===== src/rtl/evcnt_pkg.sv =====
package evcnt_pkg;

  typedef struct packed {
    logic       quad_x4;    // bit 7
    logic       free_run;   // bit 6
    logic       rsv0;       // bit 5, must be 0
    logic       dir_pin_en; // bit 4
    logic       rise_edge;  // bit 3
    logic       pulse_en;   // bit 2
    logic [1:0] op;         // bits 1:0
  } mode_t;

  localparam logic [1:0] OP_EVENT = 2'b01;

endpackage


===== src/rtl/evcnt_sync.sv =====
module evcnt_sync #(
  parameter int WIDTH  = 1,
  parameter int STAGES = 2
) (
  input  logic             clk,
  input  logic             rst_n,
  input  logic [WIDTH-1:0] d,
  output logic [WIDTH-1:0] q
);

  logic [WIDTH-1:0] stage_q [STAGES];

  always_ff @(posedge clk or negedge rst_n) begin
    if (!rst_n) begin
      for (int i = 0; i < STAGES; i++) stage_q[i] <= '0;
    end else begin
      stage_q[0] <= d;
      for (int i = 1; i < STAGES; i++) stage_q[i] <= stage_q[i-1];
    end
  end

  assign q = stage_q[STAGES-1];

endmodule


===== src/rtl/evcnt_src.sv =====
module evcnt_src #(
  parameter int NSIB = 3,
  localparam int SELW = $clog2(NSIB + 1)
) (
  input  logic            clk,
  input  logic            rst_n,
  input  logic            pin_a,
  input  logic            pin_b,
  input  logic            pin_dir,
  input  logic [NSIB-1:0] sib_ovf,
  input  logic [SELW-1:0] src_sel,
  input  logic            quad_en,
  input  logic            quad_x4,
  input  logic            rise_edge,
  input  logic            dir_pin_en,
  input  logic            up_flag,
  output logic            step,
  output logic            up
);

  logic a_prev_q, b_prev_q;
  logic a_prev_d, b_prev_d;
  logic a_rise, a_fall, b_chg, a_chg;
  logic pin_step;
  logic [NSIB-1:0] sib_hit;
  logic sib_step;
  logic single_step, single_up;
  logic quad_step, quad_up;

  // previous-sample registers for edge detection
  assign a_prev_d = pin_a;
  assign b_prev_d = pin_b;

  always_ff @(posedge clk or negedge rst_n) begin
    if (!rst_n) begin
      a_prev_q <= 1'b0;
      b_prev_q <= 1'b0;
    end else begin
      a_prev_q <= a_prev_d;
      b_prev_q <= b_prev_d;
    end
  end

  assign a_rise = pin_a & ~a_prev_q;
  assign a_fall = ~pin_a & a_prev_q;
  assign a_chg  = pin_a ^ a_prev_q;
  assign b_chg  = pin_b ^ b_prev_q;

  assign pin_step = rise_edge ? a_rise : a_fall;

  // neighbour overflow select: code g+1 picks line g
  genvar g;
  generate
    for (g = 0; g < NSIB; g++) begin : g_sib
      assign sib_hit[g] = sib_ovf[g] & (src_sel == SELW'(g + 1));
    end
  endgenerate
  assign sib_step = |sib_hit;

  always_comb begin
    single_step = (src_sel == '0) ? pin_step : sib_step;
    single_up   = dir_pin_en ? pin_dir : up_flag;
  end

  // two-phase decoding
  always_comb begin
    if (quad_x4) begin
      quad_step = a_chg ^ b_chg;            // exactly one phase moved
      quad_up   = (a_prev_q == pin_b);      // 00->10->11->01 is up
    end else begin
      quad_step = a_rise;
      quad_up   = ~pin_b;
    end
  end

  assign step = quad_en ? quad_step : single_step;
  assign up   = quad_en ? quad_up   : single_up;

endmodule


===== src/rtl/evcnt_core.sv =====
module evcnt_core #(
  parameter int W = 16
) (
  input  logic         clk,
  input  logic         rst_n,
  input  logic         run,
  input  logic         step,
  input  logic         up,
  input  logic         free_run,
  input  logic         pulse_en,
  input  logic         wr_en,
  input  logic [W-1:0] wr_data,
  output logic [W-1:0] cnt,
  output logic         irq,
  output logic         pulse_out
);

  localparam logic [W-1:0] CNT_MAX = '1;
  localparam logic [W-1:0] CNT_MIN = '0;

  logic [W-1:0] cnt_q, cnt_d;
  logic [W-1:0] rld_q, rld_d;
  logic         irq_q, irq_d;
  logic         pls_q, pls_d;
  logic         wrap;
  logic         adv;

  assign adv = run & step;

  always_comb begin
    cnt_d = cnt_q;
    rld_d = rld_q;
    wrap  = 1'b0;
    if (adv) begin
      if (up) begin
        if (cnt_q == CNT_MAX) begin
          wrap  = 1'b1;
          cnt_d = free_run ? CNT_MIN : rld_q;
        end else begin
          cnt_d = cnt_q + 1'b1;
        end
      end else begin
        if (cnt_q == CNT_MIN) begin
          wrap  = 1'b1;
          cnt_d = free_run ? CNT_MAX : rld_q;
        end else begin
          cnt_d = cnt_q - 1'b1;
        end
      end
    end
    if (wr_en) begin
      rld_d = wr_data;
      if (!run) cnt_d = wr_data;
    end
  end

  always_comb begin
    irq_d = wrap;
    if (!pulse_en)  pls_d = 1'b0;
    else if (wrap)  pls_d = ~pls_q;
    else            pls_d = pls_q;
  end

  always_ff @(posedge clk or negedge rst_n) begin
    if (!rst_n) begin
      cnt_q <= '0;
      rld_q <= '0;
      irq_q <= 1'b0;
      pls_q <= 1'b0;
    end else begin
      cnt_q <= cnt_d;
      rld_q <= rld_d;
      irq_q <= irq_d;
      pls_q <= pls_d;
    end
  end

  assign cnt       = cnt_q;
  assign irq       = irq_q;
  assign pulse_out = pls_q;

endmodule


===== src/rtl/evcnt_top.sv =====
module evcnt_top
  import evcnt_pkg::*;
#(
  parameter int W    = 16,
  parameter int NSIB = 3,
  localparam int SELW = $clog2(NSIB + 1)
) (
  input  logic            clk,
  input  logic            rst_n,
  input  logic            mode_we,
  input  logic [7:0]      mode_wd,
  input  logic            start,
  input  logic [SELW-1:0] src_sel,
  input  logic [NSIB-1:0] sib_ovf,
  input  logic            ext_in,
  input  logic            ext_b,
  input  logic            quad_en,
  input  logic            up_flag,
  input  logic            dir_pin,
  input  logic            wr_en,
  input  logic [W-1:0]    wr_data,
  output logic [W-1:0]    rd_data,
  output logic            irq,
  output logic            pulse_out,
  output logic            pulse_oe
);

  // reset: asserted asynchronously, released on the clock
  logic [1:0] rst_pipe_q;
  logic       rst_int_n;

  always_ff @(posedge clk or negedge rst_n) begin
    if (!rst_n) rst_pipe_q <= 2'b00;
    else        rst_pipe_q <= {rst_pipe_q[0], 1'b1};
  end
  assign rst_int_n = rst_pipe_q[1];

  // mode register
  mode_t mode_q, mode_d;

  always_comb begin
    mode_d = mode_q;
    if (mode_we) mode_d = mode_t'(mode_wd);
  end

  always_ff @(posedge clk or negedge rst_int_n) begin
    if (!rst_int_n) mode_q <= mode_t'(8'h00);
    else            mode_q <= mode_d;
  end

  logic run;
  logic pulse_en, free_run;
  assign run      = start & (mode_q.op == OP_EVENT) & ~mode_q.rsv0;
  assign pulse_en = mode_q.pulse_en;
  assign free_run = mode_q.free_run;
  assign pulse_oe = mode_q.pulse_en & ~mode_q.dir_pin_en;

  // pin synchronisers
  logic [2:0] pins_raw, pins_s;
  assign pins_raw = {dir_pin, ext_b, ext_in};

  evcnt_sync #(.WIDTH(3), .STAGES(2)) u_sync (
    .clk   (clk),
    .rst_n (rst_int_n),
    .d     (pins_raw),
    .q     (pins_s)
  );

  logic step, up;

  evcnt_src #(.NSIB(NSIB)) u_src (
    .clk        (clk),
    .rst_n      (rst_int_n),
    .pin_a      (pins_s[0]),
    .pin_b      (pins_s[1]),
    .pin_dir    (pins_s[2]),
    .sib_ovf    (sib_ovf),
    .src_sel    (src_sel),
    .quad_en    (quad_en),
    .quad_x4    (mode_q.quad_x4),
    .rise_edge  (mode_q.rise_edge),
    .dir_pin_en (mode_q.dir_pin_en),
    .up_flag    (up_flag),
    .step       (step),
    .up         (up)
  );

  evcnt_core #(.W(W)) u_core (
    .clk       (clk),
    .rst_n     (rst_int_n),
    .run       (run),
    .step      (step),
    .up        (up),
    .free_run  (free_run),
    .pulse_en  (pulse_en),
    .wr_en     (wr_en),
    .wr_data   (wr_data),
    .cnt       (rd_data),
    .irq       (irq),
    .pulse_out (pulse_out)
  );

endmodule


===== config.mk =====
export PLATFORM = sky130hd
export DESIGN_NAME = evcnt_top
export DESIGN_NICKNAME = d
export VERILOG_FILES = /design/src/rtl/evcnt_pkg.sv /design/src/rtl/evcnt_sync.sv /design/src/rtl/evcnt_src.sv /design/src/rtl/evcnt_core.sv /design/src/rtl/evcnt_top.sv
export SDC_FILE = /design/constraint.sdc
export NUM_CORES = 1
export LEC_CHECK = 0
export BUFFER_PORTS_ARGS = -buffer_cell sky130_fd_sc_hd__buf_2
export CAP_MARGIN = 20
export CORE_ASPECT_RATIO = 0.5
export CORE_UTILIZATION = 47
export DETAILED_ROUTE_END_ITERATION = 8
export PLACE_DENSITY = 0.71
export SLEW_MARGIN = 20
export SYNTH_ARGS = -nofsm -noshare
export SYNTH_HDL_FRONTEND = slang
export SYNTH_SLANG_ARGS = --single-unit

===== constraint.sdc =====
create_clock -name clk -period 2 [get_ports clk]
set_input_delay 0.2 -clock clk [delete_from_list [all_inputs] [get_ports clk]]
set_output_delay 0.2 -clock clk [all_outputs]
set_load 0.1 [all_outputs]

Yosys cells after proc, flatten, opt, wreduce, memory -nomap -nowiden
Cells that the tools add are included.

word-level totals
  register bits after elaboration = 52
  input bits = 39

cells by class
  add/sub/neg operators = 2
  equal/unequal tests = 7
  muxes and demuxes = 21
  bitwise logic cells = 18
  reduce and logical (&&, ||, !) cells = 3

operator list
  cell                                                    number
  2-to-1 mux 16 bit                                       8
  adder 16 x 1 -> 16 bit (second input constant)          1
  equality test 16 bit (second input constant)            1
  logical NOT 16 bit                                      1
  subtractor 16 x 1 -> 16 bit (second input constant)     1
  2-to-1 mux 1 bit                                        13
  bitwise AND 1 bit                                       9
  NOT 1 bit                                               6
  equality test 2 x 1 -> 1 bit (second input constant)    2
  equality test 2 bit (second input constant)             2
  OR reduction 3 bit                                      1
  bitwise XOR 1 bit                                       3
  logical NOT 2 bit                                       1
  inequality test 2 x 1 -> 1 bit (second input constant)  1
  equality test 1 bit                                     1

Longest topological paths before layout
Gate-level depths: netlist of run 1.

  word-level depth = 9
  depth in mapped cells = 9
  depth with buffers taken out = 8

By module
A second synthesis of run 1 with hierarchy kept.

unflattened totals
  cells, all modules = 348
  area total of the unflattened synthesis = 3,384.5 um^2

by module, submodules not included
  module      times used  cells each  area each (um^2)  seq. area each (um^2)
  evcnt_core  1           295         2,613.8           850.8
  evcnt_top   1           22          401.6             250.2
  evcnt_src   1           22          196.4             50.0
  evcnt_sync  1           9           172.7             150.1

Least setup slack after synthesis of run 1
No wires, ideal clock.

  path type = register -> register
  start point = register u_core.cnt_q[0], in the netlist u_core.cnt[0]
  end point = register u_core.cnt_q[13], in the netlist u_core.cnt[13]
  setup time = 126 ps
  arrival = 2,587 ps
  slack = -713 ps
  cell stages (with the launch flop) = 8
  path buffers = 0
  path through = dfrtp_1 -> ha_1 -> nand4_2 -> a21oi_1 -> a31oi_1 -> a2111oi_0 -> nor3_1 -> a221o_1

between the ends
  cells in the longest elaborated chain, start to end = 6
  elaborated cells between the ends (all ways) = 10
  those cells by class = 2 x add/sub; 1 x eq/ne; 6 x mux; 1 x reduce/logical

ends and longest elaborated chain
  element                                                    RTL line                            source
  from (decl)                                                evcnt_core.sv:21                    logic [W-1:0] cnt_q, cnt_d;
  from (signal assigned)                                     evcnt_core.sv:71                    cnt_q <= cnt_d;
  subtractor 16 x 1 -> 16 bit, or another cell as far along  evcnt_core.sv:47                    cnt_d = cnt_q - 1'b1;
  2-to-1 mux 16 bit (on tied branches)                       evcnt_core.sv:43, evcnt_core.sv:36
  2-to-1 mux 16 bit (*)                                      evcnt_core.sv:35                    if (up) begin
  2-to-1 mux 16 bit (*)                                      evcnt_core.sv:34                    if (adv) begin
  2-to-1 mux 16 bit                                          evcnt_core.sv:53                    if (!run) cnt_d = wr_data;
  2-to-1 mux 16 bit (*)                                      evcnt_core.sv:51                    if (wr_en) begin
  named net u_core.cnt_d[13]                                 evcnt_core.sv:21

The timed path passes the listed nets; every way through them passes the cells marked *.
A chain may end at the register's enable or synchronous reset.

Worst setup path in the final report of run 1
  start point = register u_src.a_prev_q
  end point = register u_core.cnt_q[11], in the netlist u_core.cnt[11]

between the ends
  cells in the longest elaborated chain, start to end = 9
  elaborated cells between the ends (all ways) = 17
  those cells by class = 1 x eq/ne; 10 x mux; 6 x bitwise

ends and longest elaborated chain
  element                     RTL line          source
  from (decl)                 evcnt_src.sv:21   logic a_prev_q, b_prev_q;
  from (signal assigned)      evcnt_src.sv:39   a_prev_q <= a_prev_d;
  NOT 1 bit                   evcnt_src.sv:44   assign a_rise = pin_a & ~a_prev_q;
  bitwise AND 1 bit           evcnt_src.sv:44
  2-to-1 mux 1 bit            evcnt_src.sv:49   assign pin_step = rise_edge ? a_rise : a_fall;
  2-to-1 mux 1 bit            evcnt_src.sv:61   single_step = (src_sel == '0) ? pin_step : sib_step;
  2-to-1 mux 1 bit            evcnt_src.sv:76   assign step = quad_en ? quad_step : single_step;
  bitwise AND 1 bit           evcnt_core.sv:28  assign adv = run & step;
  2-to-1 mux 16 bit (*)       evcnt_core.sv:34
  2-to-1 mux 16 bit           evcnt_core.sv:53
  2-to-1 mux 16 bit (*)       evcnt_core.sv:51
  named net u_core.cnt_d[11]  evcnt_core.sv:21

Marked as above.

==> results of run 1 <==
cell families after synthesis:
family / after synthesis / synth area share [%]
compound gates: 85 / 15.8
xor+xnor: 20 / 5.48
fa+ha+maj: 5 / 1.80
buf+inv: 36 / 7.71
flops: 52 / 37.5
mux: 28 / 9.37
other cells: 1 / 0.108
simple gates: 130 / 22.3
layout make-up:
type,instances,area [µm²]
Fill cell,551,2380
Multi-Input combinational cell,269,2050
Sequential cell,52,1320
Timing Repair Buffer,129,876
Clock buffer,6,129
Tap cell,92,115
Inverter,5,18.8
Clock inverter,2,16.3
layer usage:
metal	global-route usage [%]	vias up
li1	-	1533
met1	39.0	1624
met2	43.2	157
met3	6.75	20
met4	8.58	0
met5	0	-
synth_stat cells, types with 3 or more instances:
cell type	instances
sky130_fd_sc_hd__nand3_1	12
sky130_fd_sc_hd__and4_1	3
sky130_fd_sc_hd__nor4_1	4
sky130_fd_sc_hd__nor3_1	17
sky130_fd_sc_hd__nor2_1	32
sky130_fd_sc_hd__dfrtp_1	52
sky130_fd_sc_hd__a22oi_1	3
sky130_fd_sc_hd__a21oi_2	3
sky130_fd_sc_hd__and3_1	5
sky130_fd_sc_hd__clkbuf_8	7
sky130_fd_sc_hd__xnor2_1	10
sky130_fd_sc_hd__o31ai_1	7
sky130_fd_sc_hd__a21oi_1	29
sky130_fd_sc_hd__buf_2	5
sky130_fd_sc_hd__a31oi_1	6
sky130_fd_sc_hd__or3_1	3
sky130_fd_sc_hd__ha_1	5
sky130_fd_sc_hd__nand4b_1	3
sky130_fd_sc_hd__and2_1	6
sky130_fd_sc_hd__inv_1	5
sky130_fd_sc_hd__mux2_2	25
sky130_fd_sc_hd__clkbuf_1	8
sky130_fd_sc_hd__nor4_4	4
sky130_fd_sc_hd__nand4_1	5
sky130_fd_sc_hd__buf_6	6
sky130_fd_sc_hd__nand2_1	20
sky130_fd_sc_hd__o21ai_0	12
sky130_fd_sc_hd__xor2_1	9
sky130_fd_sc_hd__a211oi_1	9
through the flow:
stage                     hold WS [ns]  cells  util [%]
after floorplan                -0.0956    357         -
after global placement         -0.0125    537      61.0
after detailed placement       -0.0123    537      61.0
after CTS                        0.123    554      65.5
after global routing             0.121    555      65.6
final                            0.126    555      65.6
state kept, by name (all words and copies together) (netlist names):
register and count:
u_core.irq 1, u_core.rld_q 16, pulse_en 1, rst_pipe_q 2, u_core.cnt 16, u_sync.stage_q 3, u_src.b_prev_q 1, u_sync.q 3
mode_q 6, u_core.pulse_out 1, free_run 1, u_src.a_prev_q 1
worst reg2reg max path: cells and delay by family, from the launching register on:
kind | cells | cell delay, ns
buf+inv | 3 | 0.34
fa+ha+maj | 1 | 0.19
simple gates | 1 | 0.18
mux | 2 | 0.76
flops | 1 | 0.38
compound gates | 3 | 0.39
layout by cell type, fill, tap and decap left out, drive strengths merged, types with 2 or more instances in the layout:
cell type and count:
a22oi 3, a221o 2, nand2 20, and4 4, nand3 12, dfrtp 52, a211oi 9, nand3b 2
a21oi 32, dlygate4sd3 4, xor2 9, inv 5, or4 2, and2 6, nand4b 3, buf 125
ha 5, xnor2 10, a31oi 6, nor2 32, nor3 17, a221oi 2, nand4 7, o211ai 2
a2111oi 2, mux2 26, clkbuf 6, and3 7, o221ai 2, o31ai 7, nor4 9, o21ai 13
or3 4
worst max path at each step:
| stage | from | to | slack, ns | depth (start not counted) |
|---|---|---|---|---|
| floorplan | u_core.cnt[1]$_DFF_PN0_ | u_core.cnt[10]$_DFF_PN0_ | -0.30 | 8 |
| global placement | u_src.a_prev_q$_DFF_PN0_ | u_core.cnt[4]$_DFF_PN0_ | -0.22 | 9 |
| detailed placement | u_src.a_prev_q$_DFF_PN0_ | u_core.cnt[2]$_DFF_PN0_ | -0.32 | 9 |
| CTS | u_src.a_prev_q$_DFF_PN0_ | u_core.cnt[11]$_DFF_PN0_ | -0.24 | 10 |
| global route | u_src.a_prev_q$_DFF_PN0_ | u_core.cnt[12]$_DFF_PN0_ | -0.38 | 9 |
| finish | u_src.a_prev_q$_DFF_PN0_ | u_core.cnt[11]$_DFF_PN0_ | -0.33 | 10 |
where the power goes:
part / internal [mW] / switching (mW) / total, mW
Sequential: 1.17 / 0.134 / 1.30
Clock: 0.468 / 0.410 / 0.877
Combinational: 0.462 / 0.846 / 1.31
Total: 2.09 / 1.39 / 3.49
what timing repair did:
item / 4_1_cts / 5_1_grt
cloned: 2 / 0
hold buffers: 4 / 0
pin swaps: 9 / 8
gates resized for setup: 12 / 9
endpoints found under the hold margin: 5 / 0
setup endpoints to repair: 18 / 18
buffers inserted: 3 / 3
==> Implementation_results.wiki, run 1 <==
{| class="wikitable"
! Metric !! Value
|-
| Unique masters post-synth || 61
|-
| FF+latch count, synth || 52
|-
| Initial Utilization || between 50 and 60%
|-
| Setup slack after placement || -0.321 ns
|-
| Min Clock Period, post-route || 2.33 ns
|-
| Biggest area consumer among synthesized cells || sky130_fd_sc_hd__dfrtp_1
|-
| Part of the Yosys area used for sequential elements || 37.5%
|-
| Total leakage power || approximately 1.9 nW
|-
| Worst EP required || 2.20 ns
|-
| Area of the core region || 0.00691 mm²
|-
| Chip height || 62.8 µm
|-
| Kind of end point of the critical path || flop
|-
| Critical path class || flop to flop
|-
| Fin Clk Skew || between 0.004 and 0.005 ns
|-
| Routed Wire Length || 10.1 mm
|-
| Via count of the first global-routing pass || 3273
|-
| Number of buffers inserted during clock tree synthesis || 5
|-
| Netlist Area Pre-Place || 0.00347 mm²
|-
| Hold Crit Start || mode_wd[1]
|-
| Final Worst Setup Slack || -0.330 ns
|-
| Main flop type after synthesis || sky130_fd_sc_hd__dfrtp_1
|-
| Largest net degree at the start of global routing || 33
|-
| Arrival time of data at the critical path endpoint || 2.53 ns
|-
| Worst reg2reg endpoint || u_core.cnt[11]$_DFF_PN0_
|-
| Number of I/O port buffers || 57
|-
| Met2 WL post-DR || approximately 4.6 mm
|-
| Largest stage delay on the critical path || 0.49 ns
|-
| Die area || 0.00776 mm²
|-
| Layout net count || 506
|-
| Maximum level of the CTS H-tree || 2
|-
| Area of placed instances || about 0.0042 mm²
|-
| GPL Wtd Cong || between 0.9 and 1
|-
| Insertion delay of the later-clocked pin in the worst-skew pair || 0.30 ns
|-
| Pwr per Cell Area || 769 mW/mm²
|-
| Clock transition at path regs || roughly 0.07 ns
|-
| Area growth from synthesis to final layout || 30.5%
|-
| Number of buffers between clock root and the deepest sink || 2
|-
| Placed wire-length estimate || 7.17 mm
|-
| Wire per inst || 18.2 µm
|-
| Avg Vias per Cell || 6.01
|-
| Total overflow reported by the global router || 0
|-
| RSZ-0062 raised after global routing || true
|-
| Syn Inst Count || 357
|-
| Yosys Warn Count || 0
|-
| Horizontal extent of the die || 124 µm
|-
| Area of all placed cells without fillers || ~0.0045 mm²
|-
| # setup viols final || 17
|-
| Area fraction of the dominant cell type after synthesis || 37.5%
|-
| Result of the run || finished with violations
|-
| Number of slew-limit violations in the final report || 0
|-
| Per-instance average area after synthesis || 9.73 µm²
|-
| Iteration-0 DRC Markers || 244
|-
| Post-route clock period utilization || 117%
|-
| Post-Syn Nets || approximately 400
|-
| Wire length of the first global-routing pass || 16.4 mm
|-
| Detailed-route DRC error count || 0
|-
| Slowest stage cell, crit path || sky130_fd_sc_hd__mux4_2
|-
| Detailed route wirelength on metal3 || 781 µm
|-
| CP startpoint kind || flop
|-
| Share of layout cells above drive strength 1 || between 40 and 50%
|-
| Topmost layer with routed signal wires || met4
|-
| Dominant cells by area after synthesis || sky130_fd_sc_hd__dfrtp_1 (37%), sky130_fd_sc_hd__mux2_2 (8.1%), sky130_fd_sc_hd__a21oi_1 (4.2%)
|-
| Highest clock frequency the design can meet || 0.429 GHz
|-
| Sum of internal, switching and leakage power || 3.49 mW
|-
| Total inserted antenna cells || 0
|-
| Rows || 21
|-
| Chain of cells forming the critical path || inv_1, ha_2, mux2_4, mux4_2, a21oi_4, buf_4, buf_6, and3_4, a21oi_2, o31ai_1
|-
| Count of max-cap constraint violations || 0
|-
| Met1 Wirelength || between 4 and 5 mm
|-
| CTS Sinks || 52
|-
| Final Hold Fails || 0
|-
| Count of pins on the block boundary || 58
|-
| Critical Path Fanout Max || 7
|-
| Reg2Reg Depth || 10
|-
| Critical register-to-register path startpoint || u_src.a_prev_q$_DFF_PN0_
|-
| All-Layer GR Usage || between 20% and 30%
|-
| Worst reg2reg setup slack || -0.33 ns
|-
| Library cell used as clock root buffer || sky130_fd_sc_hd__clkbuf_16
|-
| Async S/R FF share, synth || 100%
|-
| Capture endpoint of the worst hold path || mode_q[1]$_DFFE_PN0P_
|-
| Worst supply voltage drop on vdd || 0.452 mV
|-
| Count of buffering cells on the critical path with inverters included || 3
|-
| Violations in the final reports || negative setup slack
|-
| Final setup TNS || -4.56 ns
|-
| Number of antenna violations at the first check in global routing || 0
|-
| Kind of path behind the tightest hold check || primary input to flop
|-
| Initial DRT Pass Iterations || 5
|-
| Number of cells traversed by the worst hold path || 2
|-
| Number of nets still failing antenna checks after routing || 0
|-
| CP delay by family, top || multiplexers
|-
| Number of enable-type register cells in the synthesized netlist || 0
|-
| Total number of vias || 3334
|-
| CTS tree || yes
|}
No activity file was read; power rests on OpenSTA's default activity.
==> run 2, diff against run 1 <==
Settings changed: ABC_AREA set to 1, PLACE_DENSITY 0.71 to 0.7.
==> run 2 against run 1 <==
Effect of this change:
- sequential power increased by 3%
- design area down 3.0%
- routed wire length rose by 8.9%
- utilization is 7.9 points lower
- critical path depth up 1
- the flow now finishes without violations
- first-iteration DRC count rose by 83%
- global-route usage hardly changed
- synthesized cell count is 58% higher
- largest power group is now sequential cells
- sequential share of layout area is 0.89 points higher
- final cell count is 30% higher
- critical endpoint is now u_core.cnt[10]$_DFF_PN0_
==> Implementation_results.wiki, run 2 <==
{| class="wikitable"
! Metric !! Value
|-
| Number of enable-type register cells in the synthesized netlist || 0 (unchanged)
|-
| Worst EP required || 2.23 ns (was 2.20 ns)
|-
| Number of fillers in the final layout || 767 (was 551)
|-
| Result of the run || finished, final reports clean (was finished with violations)
|-
| Worst-case headroom to the max-slew limit || 57.0%
|-
| Most frequent cells in the layout || sky130_fd_sc_hd__nand2_1 (163), sky130_fd_sc_hd__nand3_1 (77), sky130_fd_sc_hd__nor2_1 (57), sky130_fd_sc_hd__buf_2 (57), sky130_fd_sc_hd__inv_1 (47) (was sky130_fd_sc_hd__buf_4 (63), sky130_fd_sc_hd__buf_2 (57), sky130_fd_sc_hd__dfrtp_1 (35))
|-
| CP delay by family, top || simple AND/OR/NAND/NOR gates (was multiplexers)
|-
| Library cell used as clock root buffer || sky130_fd_sc_hd__clkbuf_16 (unchanged)
|-
| Insertion delay of the later-clocked pin in the worst-skew pair || 0.30 ns (about the same)
|-
| Final Non-Filler Cells || 724 (was 555)
|-
| Number of nets still failing antenna checks after routing || 0 (unchanged)
|-
| Largest stage delay on the critical path || 0.47 ns (was 0.49 ns)
|-
| Top cells by instance count after synthesis || sky130_fd_sc_hd__nand2_1 (163), sky130_fd_sc_hd__nand3_1 (77), sky130_fd_sc_hd__nor2_1 (59), sky130_fd_sc_hd__dfrtp_1 (52), sky130_fd_sc_hd__inv_1 (47) (was sky130_fd_sc_hd__dfrtp_1 (52), sky130_fd_sc_hd__nor2_1 (32), sky130_fd_sc_hd__a21oi_1 (29), sky130_fd_sc_hd__mux2_2 (25), sky130_fd_sc_hd__nand2_1 (20))
|-
| Worst hold margin || 0.0923 ns (was 0.126 ns)
|-
| Arrival time of data at the critical path endpoint || 2.11 ns (was 2.53 ns)
|-
| Total inserted antenna cells || 0 (unchanged)
|-
| Largest net degree at the start of global routing || 51 (was 33)
|-
| Area of the core region || 0.00762 mm² (was 0.00691 mm²)
|-
| Routed Wire Length || 11.0 mm (was 10.1 mm)
|-
| Iteration-0 DRC Markers || 447 (was 244)
|-
| CP startpoint kind || flop (unchanged)
|-
| Dominant cells by area after synthesis || sky130_fd_sc_hd__dfrtp_1 (34%), sky130_fd_sc_hd__nand2_1 (16%), sky130_fd_sc_hd__nand3_1 (10%) (was sky130_fd_sc_hd__dfrtp_1 (37%), sky130_fd_sc_hd__mux2_2 (8.1%), sky130_fd_sc_hd__a21oi_1 (4.2%))
|-
| Psw || 1.47 mW (was 1.39 mW)
|-
| Worst supply voltage drop on vdd || 0.501 mV (was 0.452 mV)
|-
| Slowest stage cell, crit path || sky130_fd_sc_hd__dfrtp_2 (was sky130_fd_sc_hd__mux4_2)
|-
| Number of buffers between clock root and the deepest sink || 2 (unchanged)
|-
| Share of layout cells above drive strength 1 || 23.4% (was 46.9%)
|-
| Post-Syn Nets || 607 (was 401)
|-
| Highest clock frequency the design can meet || 0.531 GHz (was 0.429 GHz)
|-
| Sequential cell area || 0.00132 mm² (unchanged)
|-
| Internal power || 1.95 mW (was 2.09 mW)
|-
| Die area || 0.00861 mm² (was 0.00776 mm²)
|-
| Most common cell in the netlist || sky130_fd_sc_hd__nand2_1 (was sky130_fd_sc_hd__dfrtp_1)
|-
| Area fraction of the dominant cell type after synthesis || 33.7% (was 37.5%)
|-
| Area of combinational cells with multiple inputs || 0.00217 mm² (was 0.00205 mm²)
|-
| Total leakage power || 2.16 nW (was 1.89 nW)
|-
| CTS Sinks || 52 (unchanged)
|-
| Count of pins on the block boundary || 58 (unchanged)
|-
| Per-instance average area after synthesis || 6.86 µm² (was 9.73 µm²)
|-
| Initial DRT Pass Iterations || 5 (unchanged)
|-
| Final cell utilization of the core || 57.7% (was 65.6%)
|-
| Fraction of power consumed by sequential logic || 39.3% (was 37.3%)
|-
| Maximum level of the CTS H-tree || 2 (unchanged)
|-
| Number of I/O port buffers || 57 (unchanged)
|-
| Number of buffers inserted during clock tree synthesis || 5 (unchanged)
|-
| Placed wire-length estimate || 8.15 mm (was 7.17 mm)
|-
| Area of all placed cells without fillers || 0.00440 mm² (was 0.00453 mm²)
|-
| Wire per inst || 15.2 µm (was 18.2 µm)
|-
| Kind of end point of the critical path || flop (unchanged)
|-
| Min Clock Period, post-route || 1.88 ns (was 2.33 ns)
|-
| Area of placed instances || 0.00418 mm² (was 0.00422 mm²)
|-
| Netlist Area Pre-Place || 0.00386 mm² (was 0.00347 mm²)
|-
| Fin Clk Skew || 0.00704 ns (was 0.00497 ns)
|-
| Horizontal extent of the die || 130 µm (was 124 µm)
|-
| Net switching fraction of the power || 43.0% (was 39.9%)
|-
| Chip height || 66.1 µm (was 62.8 µm)
|-
| Leading cell type in the layout, fill and taps excluded || sky130_fd_sc_hd__nand2_1 (was sky130_fd_sc_hd__buf_4)
|-
| Area growth from synthesis to final layout || 13.9% (was 30.5%)
|-
| Detailed-route DRC error count || 0 (unchanged)
|-
| CTS tree || yes (unchanged)
|-
| Number of slew-limit violations in the final report || 0 (unchanged)
|-
| Portion of total power attributed to combinational logic || 34.9% (was 37.5%)
|-
| Via count of the first global-routing pass || 3413 (was 3273)
|-
| Kind of path behind the tightest hold check || primary input to flop (unchanged)
|-
| RSZ-0062 raised after global routing || false (was true)
|-
| Sum of internal, switching and leakage power || 3.42 mW (was 3.49 mW)
|-
| Unique masters post-synth || 34 (was 61)
|-
| FF+latch count, synth || 52 (unchanged)
|-
| Main flop type after synthesis || sky130_fd_sc_hd__dfrtp_1 (unchanged)
|-
| Layout net count || 659 (was 506)
|-
| Avg Vias per Cell || 5.38 (was 6.01)
|-
| Wire length of the first global-routing pass || 17.9 mm (was 16.4 mm)
|-
| Initial Utilization || 50.7% (was 50.3%)
|-
| Slew at the pin closest to its max-slew limit || 0.645 ns
|-
| Clock transition at path regs || 0.07 ns (about the same)
|-
| Number of placed cells counting well taps || 712 (was 537)
|-
| Clock network power share || 25.8% (was 25.2%)
|-
| Chain of cells forming the critical path || inv_1, buf_4, ha_1, nand2_1, nor2_1, nand2_1, nand2_1, nand3_1, nand3_1, nand3_1, a21oi_2 (was inv_1, ha_2, mux2_4, mux4_2, a21oi_4, buf_4, buf_6, and3_4, a21oi_2, o31ai_1)
|-
| Part of the Yosys area used for sequential elements || 33.7% (was 37.5%)
|-
| Count of buffering cells on the critical path with inverters included || 2 (was 3)
|-
| Final Hold Fails || 0 (unchanged)
|-
| Number of antenna violations at the first check in global routing || 0 (unchanged)
|-
| Critical Path Fanout Max || 6 (was 7)
|-
| Total number of vias || 3896 (was 3334)
|-
| Yosys Warn Count || 0 (unchanged)
|-
| Post-CTS Setup Repair Bufs || 0 (was 3)
|-
| # setup viols final || 0 (was 17)
|-
| Post-route clock period utilization || 94.1% (was 117%)
|-
| Critical path class || flop to flop (unchanged)
|-
| GPL Wtd Cong || 1.00 (was 0.976)
|-
| Syn Inst Count || 563 (was 357)
|-
| All-Layer GR Usage || 28.1% (about the same)
|-
| Total overflow reported by the global router || 0 (unchanged)
|-
| Async S/R FF share, synth || 100% (unchanged)
|-
| Rows || 22 (was 21)
|-
| Count of max-cap constraint violations || 0 (unchanged)
|-
| Pwr per Cell Area || 777 mW/mm² (was 769 mW/mm²)
|-
| Biggest area consumer among synthesized cells || sky130_fd_sc_hd__dfrtp_1 (unchanged)
|}
-- run 2: changes by cell type in the layout (fill, tap and decap cells not counted), sizes merged, moves of 8 or more --
cell    change
nand2     +155
mux2       -25
xnor2       -8
o21ai      +19
nor3       -17
nand3      +67
nor4        -9
buf        -55
nor2       +45
a211oi      -9
inv        +48
-- run 2: tightest hold or removal path, cell delays in order --
cell	delay, ns
sky130_fd_sc_hd__buf_2	0.07
sky130_fd_sc_hd__nand2_1	0.03
sky130_fd_sc_hd__o21ai_0	0.05
-- run 2: logic make-up after synthesis --
group	Yosys count	share of synthesized area, %
adders and majority gates	5	1.62
AOI/OAI and AO/OA	71	10.2
and+or+nand+nor	342	41.1
buffers and inverters	82	10.9
xor gates and xnor gates	9	2.04
DFF	52	33.7
other	1	0.0971
muxes	1	0.292
-- run 2: path summary, 6_finish.rpt --
check / slack (ns) / cells after the start / to / start
hold reg to reg: 0.35 / 0 / u_sync.q[2]$_DFF_PN0_ / u_sync.stage_q[5]$_DFF_PN0_
max in group asynchronous: 1.15 / 1 / u_core.cnt[13]$_DFF_PN0_ / rst_pipe_q[1]$_DFF_PN0_
hold / removal: 0.09 / 3 / mode_q[1]$_DFFE_PN0P_ / mode_wd[1]
setup / recovery: 0.12 / 11 / u_core.cnt[10]$_DFF_PN0_ / u_core.cnt[0]$_DFF_PN0_
setup reg to reg: 0.12 / 11 / u_core.cnt[10]$_DFF_PN0_ / u_core.cnt[0]$_DFF_PN0_
min in group asynchronous: 0.20 / 2 / rst_pipe_q[1]$_DFF_PN0_ / rst_n
-- run 2: what timing repair did --
item / 4_1_cts / 5_1_grt
hold endpoints to repair: 5 / 0
gates cloned: 0 / 0
resized for setup: 1 / 6
hold buffers: 4 / 0
setup endpoints to repair: 16 / 12
-- run 2: metrics by stage --
| stage | setup TNS [ns] | worst slack, ns |
|---|---|---|
| floorplan | 0 | 0.00235 |
| global placement | 0 | 0.0667 |
| detailed placement | -0.358 | -0.0599 |
| CTS | 0 | 0.115 |
| global route | 0 | 0.00244 |
| finish | 0 | 0.118 |
-- run 2: per-layer routing --
layer  global-route usage (%)  share of wire (%)  vias up
met1                     41.3                 48     1773
met5                        0                  0        -
met3                     7.20                 12        7
met4                     6.54               0.76        0
met2                     40.6                 40      200
li1                         -                  -     1916
-- run 2: cell type report --
class	instances	share of cell area (%)
multi-input cells	429	49.3
flip-flops and latches	52	30.1
repair buffers	74	9.62
inverters	53	4.64
well taps	108	3.07
clock buffers	5	2.84
clock inverters	3	0.484
-- run 2: power by group through the flow --
stage	sequential [mW]	clock [mW]	combinational (mW)
floorplan	1.58	0	0.691
global placement	1.36	0	1.15
detailed placement	1.36	0	1.16
CTS	1.34	0.892	1.18
global route	1.36	0.946	1.29
finish	1.34	0.883	1.19
==> run 3, diff against run 2 <==
Settings changed: PLACE_DENSITY 0.7 to 0.72, SLEW_MARGIN 20 to 40.
Clock period 2 ns to 1.6 ns, I/O delays scaled along.
==> run 3 against run 2 <==
Effect of this change:
- the flow now finishes with violations (negative setup slack)
- via count is 9.8% higher
- utilization is 12 points higher
- flip-flop and latch count stayed put
- setup slack worse by 0.22 ns
- first-iteration DRC count is 7.6% lower
- clock power is 26% higher
- critical path depth stayed put
- highest routed layer unchanged
- non-clock buffer count is 81 higher
==> Implementation_results.wiki, run 3 (synthesis gave the netlist of run 2 again) <==
{| class="wikitable"
! Metric !! Value
|-
| CP startpoint kind || flop (unchanged)
|-
| Number of buffers between clock root and the deepest sink || 2 (unchanged)
|-
| Final cell utilization of the core || 70.0% (was 57.7%)
|-
| RSZ-0062 raised after global routing || true (was false)
|-
| Post-route clock period utilization || 106% (was 94.1%)
|-
| Library cell used as clock root buffer || sky130_fd_sc_hd__clkbuf_16 (unchanged)
|-
| Total number of vias || 4277 (was 3896)
|-
| Pwr per Cell Area || 888 mW/mm² (was 777 mW/mm²)
|-
| Die area || 0.00861 mm² (unchanged)
|-
| Area of the core region || 0.00762 mm² (unchanged)
|-
| Largest net degree at the start of global routing || 37 (was 51)
|-
| Total leakage power || 2.60 nW (was 2.16 nW)
|-
| Placed wire-length estimate || 8.92 mm (was 8.15 mm)
|-
| Detailed-route DRC error count || 0 (unchanged)
|-
| Horizontal extent of the die || 130 µm (unchanged)
|-
| Setup slack after placement || -0.131 ns (was -0.0599 ns)
|-
| Number of nets still failing antenna checks after routing || 0 (unchanged)
|-
| Critical path class || flop to flop (unchanged)
|-
| Critical Path Fanout Max || 4 (was 6)
|-
| Highest clock frequency the design can meet || 0.589 GHz (was 0.531 GHz)
|-
| Number of I/O port buffers || 57 (unchanged)
|-
| Avg Vias per Cell || 5.30 (was 5.38)
|-
| Routed Wire Length || 12.4 mm (was 11.0 mm)
|-
| Iteration-0 DRC Markers || 413 (was 447)
|-
| Chip height || 66.1 µm (unchanged)
|-
| Number of antenna violations at the first check in global routing || 0 (unchanged)
|-
| Layout net count || 742 (was 659)
|-
| CTS Sinks || 52 (unchanged)
|-
| Insertion delay of the later-clocked pin in the worst-skew pair || 0.30 ns (about the same)
|-
| Count of pins on the block boundary || 58 (unchanged)
|-
| Most frequent cells in the layout || sky130_fd_sc_hd__nand2_1 (154), sky130_fd_sc_hd__buf_4 (83), sky130_fd_sc_hd__nand3_1 (67) (was sky130_fd_sc_hd__nand2_1 (163), sky130_fd_sc_hd__nand3_1 (77), sky130_fd_sc_hd__nor2_1 (57), sky130_fd_sc_hd__buf_2 (57), sky130_fd_sc_hd__inv_1 (47))
|-
| Violations in the final reports || negative setup slack
|-
| All-Layer GR Usage || 30.1% (was 28.1%)
|-
| Result of the run || finished with violations (was finished, final reports clean)
|-
| Number of slew-limit violations in the final report || 0 (unchanged)
|-
| Count of max-cap constraint violations || 0 (unchanged)
|-
| Worst supply voltage drop on vdd || 0.460 mV (was 0.501 mV)
|-
| Initial Utilization || 50.7% (unchanged)
|-
| Clock transition at path regs || 0.07 ns (about the same)
|-
| Number of fillers in the final layout || 646 (was 767)
|-
| CTS tree || yes (unchanged)
|-
| Final Hold Fails || 0 (unchanged)
|-
| Area growth from synthesis to final layout || 38.1% (was 13.9%)
|-
| Leading cell type in the layout, fill and taps excluded || sky130_fd_sc_hd__nand2_1 (unchanged)
|-
| # setup viols final || 18 (was 0)
|-
| GPL Wtd Cong || 0.949 (was 1.00)
|-
| Total inserted antenna cells || 0 (unchanged)
|-
| Min Clock Period, post-route || 1.70 ns (was 1.88 ns)
|-
| Total overflow reported by the global router || 0 (unchanged)
|-
| Via count of the first global-routing pass || 4085 (was 3413)
|-
| Share of layout cells above drive strength 1 || 39.1% (was 23.4%)
|-
| Kind of end point of the critical path || flop (unchanged)
|-
| Wire per inst || 15.4 µm (was 15.2 µm)
|-
| Rows || 22 (unchanged)
|-
| Initial DRT Pass Iterations || 5 (unchanged)
|-
| Fin Clk Skew || 0.00496 ns (was 0.00704 ns)
|-
| Final setup TNS || -0.786 ns (was 0 ns)
|-
| Wire length of the first global-routing pass || 19.4 mm (was 17.9 mm)
|-
| Number of buffers inserted during clock tree synthesis || 5 (unchanged)
|-
| Worst EP required || 1.83 ns (was 2.23 ns)
|-
| Final Worst Setup Slack || -0.0979 ns (was 0.118 ns)
|-
| Kind of path behind the tightest hold check || primary input to flop (unchanged)
|-
| Arrival time of data at the critical path endpoint || 1.93 ns (was 2.11 ns)
|-
| Maximum level of the CTS H-tree || 2 (unchanged)
|}
## run 3: changes by cell type in the layout (fill, tap and decap cells not counted), moves of 5 or more
cell	before	now
sky130_fd_sc_hd__nor2_4	10	15
sky130_fd_sc_hd__a21oi_1	29	22
sky130_fd_sc_hd__buf_6	0	5
sky130_fd_sc_hd__nand3_1	77	67
sky130_fd_sc_hd__buf_4	13	83
sky130_fd_sc_hd__nor2_1	57	45
sky130_fd_sc_hd__a21oi_2	7	14
sky130_fd_sc_hd__nand2_1	163	154
sky130_fd_sc_hd__nand3_2	2	9
sky130_fd_sc_hd__nor2_2	8	15
sky130_fd_sc_hd__nand2_2	7	16
## run 3: area by class of cell
cell class | count | area, µm² | share of cell area, %
sequential | 52 | 1320 | 24.8
timing repair inverter | 1 | 7.51 | 0.141
clock buffer | 5 | 125 | 2.35
clock inverter | 3 | 21.3 | 0.399
timing repair buffer | 155 | 1120 | 21.1
tap | 108 | 135 | 2.53
inverter | 53 | 205 | 3.85
multi-input combinational | 430 | 2390 | 44.9
## run 3: worst paths after layout
kind / start / endpoint / slack (ns) / cells after the start
hold reg to reg: rst_pipe_q[1]$_DFF_PN0_ / mode_q[4]$_DFFE_PN0P_ / 0.18 / 0
setup reg to reg: u_core.cnt[1]$_DFF_PN0_ / u_core.cnt[15]$_DFF_PN0_ / -0.1 / 11
hold / removal: mode_wd[5] / mode_q[5]$_DFFE_PN0P_ / 0.06 / 3
min in group asynchronous: rst_n / rst_pipe_q[1]$_DFF_PN0_ / 0.16 / 2
max in group asynchronous: rst_pipe_q[1]$_DFF_PN0_ / u_core.cnt[9]$_DFF_PN0_ / 0.89 / 1
setup / recovery: u_core.cnt[1]$_DFF_PN0_ / u_core.cnt[15]$_DFF_PN0_ / -0.1 / 11
## run 3: report_power, final
| group | internal, mW | total (mW) | leakage (nW) | switching [mW] |
|---|---|---|---|---|
| combinational | 0.699 | 1.99 | 1.93 | 1.29 |
| sequential | 1.45 | 1.63 | 0.599 | 0.186 |
| clock | 0.584 | 1.11 | 0.0702 | 0.531 |
## run 3: per-stage QoR
stage	power [mW]	cell area (µm²)	cells	hold WS [ns]
final	4.74	5330	807	0.0622
after global routing	4.97	5330	807	0.0697
after CTS	4.60	5070	800	0.0562
after detailed placement	3.44	4730	779	-0.0531
after global placement	3.41	4730	779	-0.0525
after floorplan	2.87	3930	563	-0.136
## run 3: per-layer routing
metal	part of all wire [%]	vias up	global-route usage, %
met4	2.3	0	10.2
met3	10	34	7.04
li1	-	2070	-
met2	45	212	50.8
met5	0	-	0
met1	42	1961	38.2
## run 3: worst max-delay path: stages (launching register included)
cell	delay [ns]
sky130_fd_sc_hd__dfrtp_2	0.42
sky130_fd_sc_hd__ha_4	0.16
sky130_fd_sc_hd__nand2_4	0.06
sky130_fd_sc_hd__nor2_8	0.11
sky130_fd_sc_hd__nand2_4	0.10
sky130_fd_sc_hd__nor2_4	0.10
sky130_fd_sc_hd__nand2_2	0.10
sky130_fd_sc_hd__nor2_4	0.16
sky130_fd_sc_hd__nand2_1	0.11
sky130_fd_sc_hd__nand3_1	0.09
sky130_fd_sc_hd__nand2_1	0.06
sky130_fd_sc_hd__a21oi_2	0.14
## run 3: repair_timing
item / 4_1_cts / 5_1_grt
buffers inserted: 7 / 6
hold endpoints to repair: 5 / 0
cloned: 2 / 1
endpoints found under the setup margin: 18 / 18
gates resized for setup: 25 / 49
pin swaps: 5 / 22
hold buffers: 4 / 0
